**src/rtl/limit_alert_pkg.sv**
```systemverilog
package limit_alert_pkg;

    typedef enum logic {
        FLAG_IDLE    = 1'b0,
        FLAG_LATCHED = 1'b1
    } flag_state_e;

endpackage

```
**src/rtl/alert_flag_cell.sv**
```systemverilog
module alert_flag_cell
    import limit_alert_pkg::*;
(
    input  logic clk,
    input  logic rst_n,
    input  logic set_i,
    input  logic clr_i,
    output logic flag_o
);

    flag_state_e state_q;
    flag_state_e state_d;

    // state register
    always_ff @(posedge clk or negedge rst_n) begin
        if (!rst_n) begin
            state_q <= FLAG_IDLE;
        end else begin
            state_q <= state_d;
        end
    end

    // next state: RAISE, RELEASE, HOLD_IDLE, HOLD_LATCHED, REARM
    always_comb begin
        state_d = state_q;
        unique case (state_q)
            FLAG_IDLE: begin
                if (set_i) begin
                    state_d = FLAG_LATCHED;
                end
            end
            FLAG_LATCHED: begin
                if (clr_i && !set_i) begin
                    state_d = FLAG_IDLE;
                end
            end
            default: state_d = FLAG_IDLE;
        endcase
    end

    // output decode
    always_comb begin
        flag_o = 1'b0;
        unique case (state_q)
            FLAG_IDLE:    flag_o = 1'b0;
            FLAG_LATCHED: flag_o = 1'b1;
            default:      flag_o = 1'b0;
        endcase
    end

    assert_set_latches_R8: assert property (@(posedge clk) disable iff (!rst_n)
        set_i |=> flag_o);

    assert_clear_releases_R5: assert property (@(posedge clk) disable iff (!rst_n)
        (clr_i && !set_i) |=> !flag_o);

    assert_sticky_hold_R4: assert property (@(posedge clk) disable iff (!rst_n)
        (!set_i && !clr_i) |=> $stable(flag_o));

endmodule

```
**src/rtl/alert_clear_decode.sv**
```systemverilog
module alert_clear_decode #(
    parameter int          NFLAG       = 4,
    parameter int          ADDR_W      = 4,
    parameter int          DATA_W      = 8,
    parameter logic [ADDR_W-1:0] STATUS_ADDR = 4'h4
) (
    input  logic              wr_en_i,
    input  logic [ADDR_W-1:0] wr_addr_i,
    input  logic [DATA_W-1:0] wr_data_i,
    input  logic              cfg_clear_i,
    output logic [NFLAG-1:0]  clr_mask_o
);

    logic hit;
    logic all_ones;

    always_comb begin
        hit      = wr_en_i && (wr_addr_i == STATUS_ADDR);
        all_ones = (wr_data_i == {DATA_W{1'b1}});
        if (cfg_clear_i || (hit && all_ones)) begin
            clr_mask_o = {NFLAG{1'b1}};
        end else if (hit) begin
            clr_mask_o = wr_data_i[NFLAG-1:0];
        end else begin
            clr_mask_o = '0;
        end
    end

    always_comb begin
        assert_cfg_clears_all_R7: assert (!cfg_clear_i || (clr_mask_o == {NFLAG{1'b1}}));
        assert_foreign_addr_R10: assert (cfg_clear_i || hit || (clr_mask_o == '0));
    end

endmodule

```
**src/rtl/alert_read_mux.sv**
```systemverilog
module alert_read_mux #(
    parameter int          NFLAG       = 4,
    parameter int          ADDR_W      = 4,
    parameter int          DATA_W      = 8,
    parameter logic [ADDR_W-1:0] STATUS_ADDR = 4'h4
) (
    input  logic [ADDR_W-1:0] rd_addr_i,
    input  logic [NFLAG-1:0]  flags_i,
    output logic [DATA_W-1:0] rd_data_o
);

    localparam int PAD_W = DATA_W - NFLAG;

    always_comb begin
        if (rd_addr_i == STATUS_ADDR) begin
            rd_data_o = {{PAD_W{1'b0}}, flags_i};
        end else begin
            rd_data_o = '0;
        end
    end

    always_comb begin
        assert_upper_zero_R3: assert (rd_data_o[DATA_W-1:NFLAG] == '0);
    end

endmodule

```
**src/rtl/limit_alert_reg.sv**
```systemverilog
module limit_alert_reg #(
    parameter int          NCH         = 2,
    parameter int          ADDR_W      = 4,
    parameter int          DATA_W      = 8,
    parameter logic [ADDR_W-1:0] STATUS_ADDR = 4'h4
) (
    input  logic              clk,
    input  logic              rst_n,
    input  logic [NCH-1:0]    viol_lo_i,
    input  logic [NCH-1:0]    viol_hi_i,
    input  logic              wr_en_i,
    input  logic [ADDR_W-1:0] wr_addr_i,
    input  logic [DATA_W-1:0] wr_data_i,
    input  logic              cfg_clear_i,
    input  logic [ADDR_W-1:0] rd_addr_i,
    output logic [DATA_W-1:0] rd_data_o,
    output logic              alert_o
);

    localparam int NFLAG = 2 * NCH;

    logic [NFLAG-1:0] set_vec;
    logic [NFLAG-1:0] clr_mask;
    logic [NFLAG-1:0] flags;

    alert_clear_decode #(
        .NFLAG(NFLAG), .ADDR_W(ADDR_W), .DATA_W(DATA_W), .STATUS_ADDR(STATUS_ADDR)
    ) u_clear (
        .wr_en_i    (wr_en_i),
        .wr_addr_i  (wr_addr_i),
        .wr_data_i  (wr_data_i),
        .cfg_clear_i(cfg_clear_i),
        .clr_mask_o (clr_mask)
    );

    for (genvar ch = 0; ch < NCH; ch++) begin : g_chan
        always_comb begin
            set_vec[2*ch]   = viol_lo_i[ch];
            set_vec[2*ch+1] = viol_hi_i[ch];
        end

        alert_flag_cell u_lo (
            .clk   (clk),
            .rst_n (rst_n),
            .set_i (set_vec[2*ch]),
            .clr_i (clr_mask[2*ch]),
            .flag_o(flags[2*ch])
        );

        alert_flag_cell u_hi (
            .clk   (clk),
            .rst_n (rst_n),
            .set_i (set_vec[2*ch+1]),
            .clr_i (clr_mask[2*ch+1]),
            .flag_o(flags[2*ch+1])
        );
    end

    alert_read_mux #(
        .NFLAG(NFLAG), .ADDR_W(ADDR_W), .DATA_W(DATA_W), .STATUS_ADDR(STATUS_ADDR)
    ) u_read (
        .rd_addr_i(rd_addr_i),
        .flags_i  (flags),
        .rd_data_o(rd_data_o)
    );

    always_comb begin
        alert_o = |flags;
    end

    assert_alert_follows_viol_R9: assert property (@(posedge clk) disable iff (!rst_n)
        ((|viol_lo_i) || (|viol_hi_i)) |=> alert_o);

    assert_cfg_quiets_alert_R7: assert property (@(posedge clk) disable iff (!rst_n)
        (cfg_clear_i && !(|viol_lo_i) && !(|viol_hi_i)) |=> !alert_o);

    assert_all_ones_quiets_R6: assert property (@(posedge clk) disable iff (!rst_n)
        (wr_en_i && wr_addr_i == STATUS_ADDR && wr_data_i == {DATA_W{1'b1}}
         && !(|viol_lo_i) && !(|viol_hi_i)) |=> (flags == '0));

endmodule

```
**config.mk**
```make
export PLATFORM = sky130hd
export DESIGN_NAME = limit_alert_reg
export DESIGN_NICKNAME = d
export VERILOG_FILES = /design/src/rtl/limit_alert_pkg.sv /design/src/rtl/alert_flag_cell.sv /design/src/rtl/alert_clear_decode.sv /design/src/rtl/alert_read_mux.sv /design/src/rtl/limit_alert_reg.sv
export SDC_FILE = /design/constraint.sdc
export NUM_CORES = 1
export LEC_CHECK = 0
export CAP_MARGIN = 5
export CORE_AREA = 4 4 41 43
export DETAILED_ROUTE_END_ITERATION = 10
export DIE_AREA = 0 0 45 47
export DONT_BUFFER_PORTS = 1
export HOLD_SLACK_MARGIN = 0.1
export PLACE_DENSITY = 0.42
export SYNTH_ARGS = -nofsm -noshare
export SYNTH_HDL_FRONTEND = slang
export SYNTH_SLANG_ARGS = --single-unit
export TNS_END_PERCENT = 20
```
**constraint.sdc**
```tcl
create_clock -name clk -period 1 [get_ports clk]
set_input_delay 0.05 -clock clk [delete_from_list [all_inputs] [get_ports clk]]
set_output_delay 0.05 -clock clk [all_outputs]
set_load 0.02 [all_outputs]
```
==> impl_metrics.toml <==
[status]
status = "complete, but fails checks"
violations = "setup timing"

[timing]
maxSlewViolCount = 0
finalClockSkew_ns = 0
rsz0062_at_grt = "true"
min_period_over_period_pct = 124
setup_viol = 1
setup_slack_ns = -0.244
post-route-min-period_ns = 1.24
finalHoldViolCount = 0
fmax_ghz = 0.804

[drt]
dr.pass1.iters = 4
vias = 254
drtIter0Drc = 7
wl_per_cell_um = 14.1
antenna_left = 0
viasPerCell = 4.70
drcViolationCount = 0
drt-total-wl_um = 761

[die]
ios = 33
die_x_um = 45
initial_core_util_pct = 22.1
fp.dieH_um = 47
core_area_um2 = 1300
fp.dieArea_um2 = 2120
num_rows = 13

[clock_network]
cts_buffers = 3
cts_sinks = 4
cts-htree-levels = 1
cts_setup_buffers = 0
clk_latency_ns = 0.23
clk_pin_slew_worst_paths_ns = 0.03
clk_path_buf_depth = 2
cts_tree = "yes"
cts-root-buf = "clkbuf_4"

[logic_synthesis]
ys_ff_latch = 4
synthCells = 28
yosys_warnings = 0
synth.largest_area_cell = "dfrtp_1"
syn_area_um2 = 288
ys_types = 11
synth_top_area_share_pct = 34.8
syn_avg_cell_area_um2 = 10.3
synth_area_leaders = "dfrtp_1, a2bb2oi_1, nor4b_1"
yosysSeqAreaShare_pct = 34.8

[setup_path]
slowest_stage = "or4_4"
worstPathCellList = "or4_4"
path_max_fanout = 3
cp-start-kind = "flop"
worstPathArrival_ns = 1.19
required_ns = 0.95
slowest_delay_ns = 0.59
worstSetupPathType = "reg2out"
crit_path_end_kind = "primary output"
crit_start = "g_chan[0].u_lo.state_q"
cp_top_family = "simple AND/OR/NAND/NOR gates"
crit_buf_inv = 0
regToRegStartpoint = "g_chan[1].u_hi.state_q"

[power_and_ir_drop]
p_leak_nw = 0.162
pwr-share-clk_pct = 40.6
power_switching_w = 0.000120
ir_drop_mv = 0.422
p_int_w = 0.000362
p_per_area_nw_per_um2 = 1120
power_frac_comb_pct = 21.5
swShare_pct = 24.9
pwr-share-seq_pct = 37.8

[worst_hold_path]
hold_path_startpoint = "wr_data_i[0]"
worstHoldPathType = "in2reg"

[placement]
dp.cells = 42
port_buffers = 0
postPlaceCellArea_um2 = 292
routabilityCongestion = 0.630

[global_routing]
grt_pass1_wl_um = 986
grt_max_degree = 5
grt_usage_pct = 7.22
grt_overflow = 0
antenna_found_initial = 0
grt_pass1_vias = 273

[cells_and_area]
nNetsFinal = 65
insertedDiodeCount = 0
fillers = 154
area_growth_pct = 49.1
drive_gt1_share_pct = 25.6
finish.instance_area_um2 = 429
instances_no_fill = 54

[run]
maxCapViolCount = 0
[logic make-up after synthesis]
kind of cell / synth area share (%)
AO/OA/AOI/OAI: 12.2
buffers and inverters: 10.4
flip-flops: 34.8
other: 1.30
AND/OR/NAND/NOR: 41.3
[sequential cells by signal, summed over array words and instances, names as in the netlist]
| name | flops |
|---|---|
| g_chan.u_lo.state_q | 2 |
| g_chan.u_hi.state_q | 2 |
[placed cells by master (no fill, tap or decap)]
cell type	n
dlygate4sd3_1	9
nor4b_2	5
a2bb2oi_1	4
and2_1	4
conb_1	4
dfrtp_1	4
nor2b_1	3
clkbuf_4	3
nor2b_2	1
and3b_1	1
or4_4	1
[cell type report]
cell class                 count  area, um^2  area share, %
multi-input combinational     23         198           46.1
sequential                     4         100           23.3
timing repair buffer           9        90.1           21.0
clock buffer                   3        22.5           5.25
tap                           15        18.8           4.37
[stage by stage]
step / power (W) / setup slack, ns / util, % / hold slack (ns) / TNS [ns]
4_1_cts: 0.000482 / -0.250 / 31.1 / 0.113 / -0.250
3_3_place_gp: 0.000242 / 0.00601 / 22.4 / -0.245 / 0
3_5_place_dp: 0.000242 / -0.000361 / 22.4 / -0.245 / -0.000361
6_report: 0.000482 / -0.244 / 33.0 / 0.121 / -0.244
5_1_grt: 0.000512 / -0.268 / 33.0 / 0.123 / -0.268
2_1_floorplan: 0.000247 / 0.0218 / - / -0.246 / 0
[worst paths after layout]
path                                          end  slack [ns]  cells past startpoint
max                                       alert_o       -0.24                      1
min                        g_chan[0].u_lo.state_q        0.12                      2
max reg2reg                g_chan[1].u_hi.state_q        0.21                      2
min reg2reg                g_chan[0].u_hi.state_q        0.69                      2
max in group asynchronous  g_chan[1].u_lo.state_q        0.21                      2
min in group asynchronous  g_chan[1].u_hi.state_q        0.62                      2
[per-layer routing]
layer	global-route usage (%)	wire length, um
met4	10.5	10
met2	9.60	326
met5	0	0
met1	8.28	319
met3	1.15	104
[repair_timing]
action	in CTS	in global routing
pin swaps	1	1
setup endpoints to repair	1	5
hold endpoints to repair	8	0
gates resized for setup	0	4
hold buffers	9	0
[power by group through the flow]
stage | logic [W] | registers, W | clock network [W]
2_1_floorplan | 0.0000653 | 0.000182 | 0
3_3_place_gp | 0.0000583 | 0.000183 | 0
3_5_place_dp | 0.0000581 | 0.000184 | 0
4_1_cts | 0.0000958 | 0.000182 | 0.000205
5_1_grt | 0.000111 | 0.000184 | 0.000217
6_report | 0.000104 | 0.000182 | 0.000196
[Yosys cell counts, drive strengths merged]
library cell  count
and3b             1
or4               1
conb              1
and2              4
nor2b             4
dfrtp             4
buf               4
a2bb2oi           4
nor4b             5
[worst register-to-register path, stage by stage, from the launching register on]
cell and delay (ns):
dfrtp_1 0.38, nor2b_1 0.15, a2bb2oi_1 0.13
No activity file was read; power rests on OpenSTA's default activity.
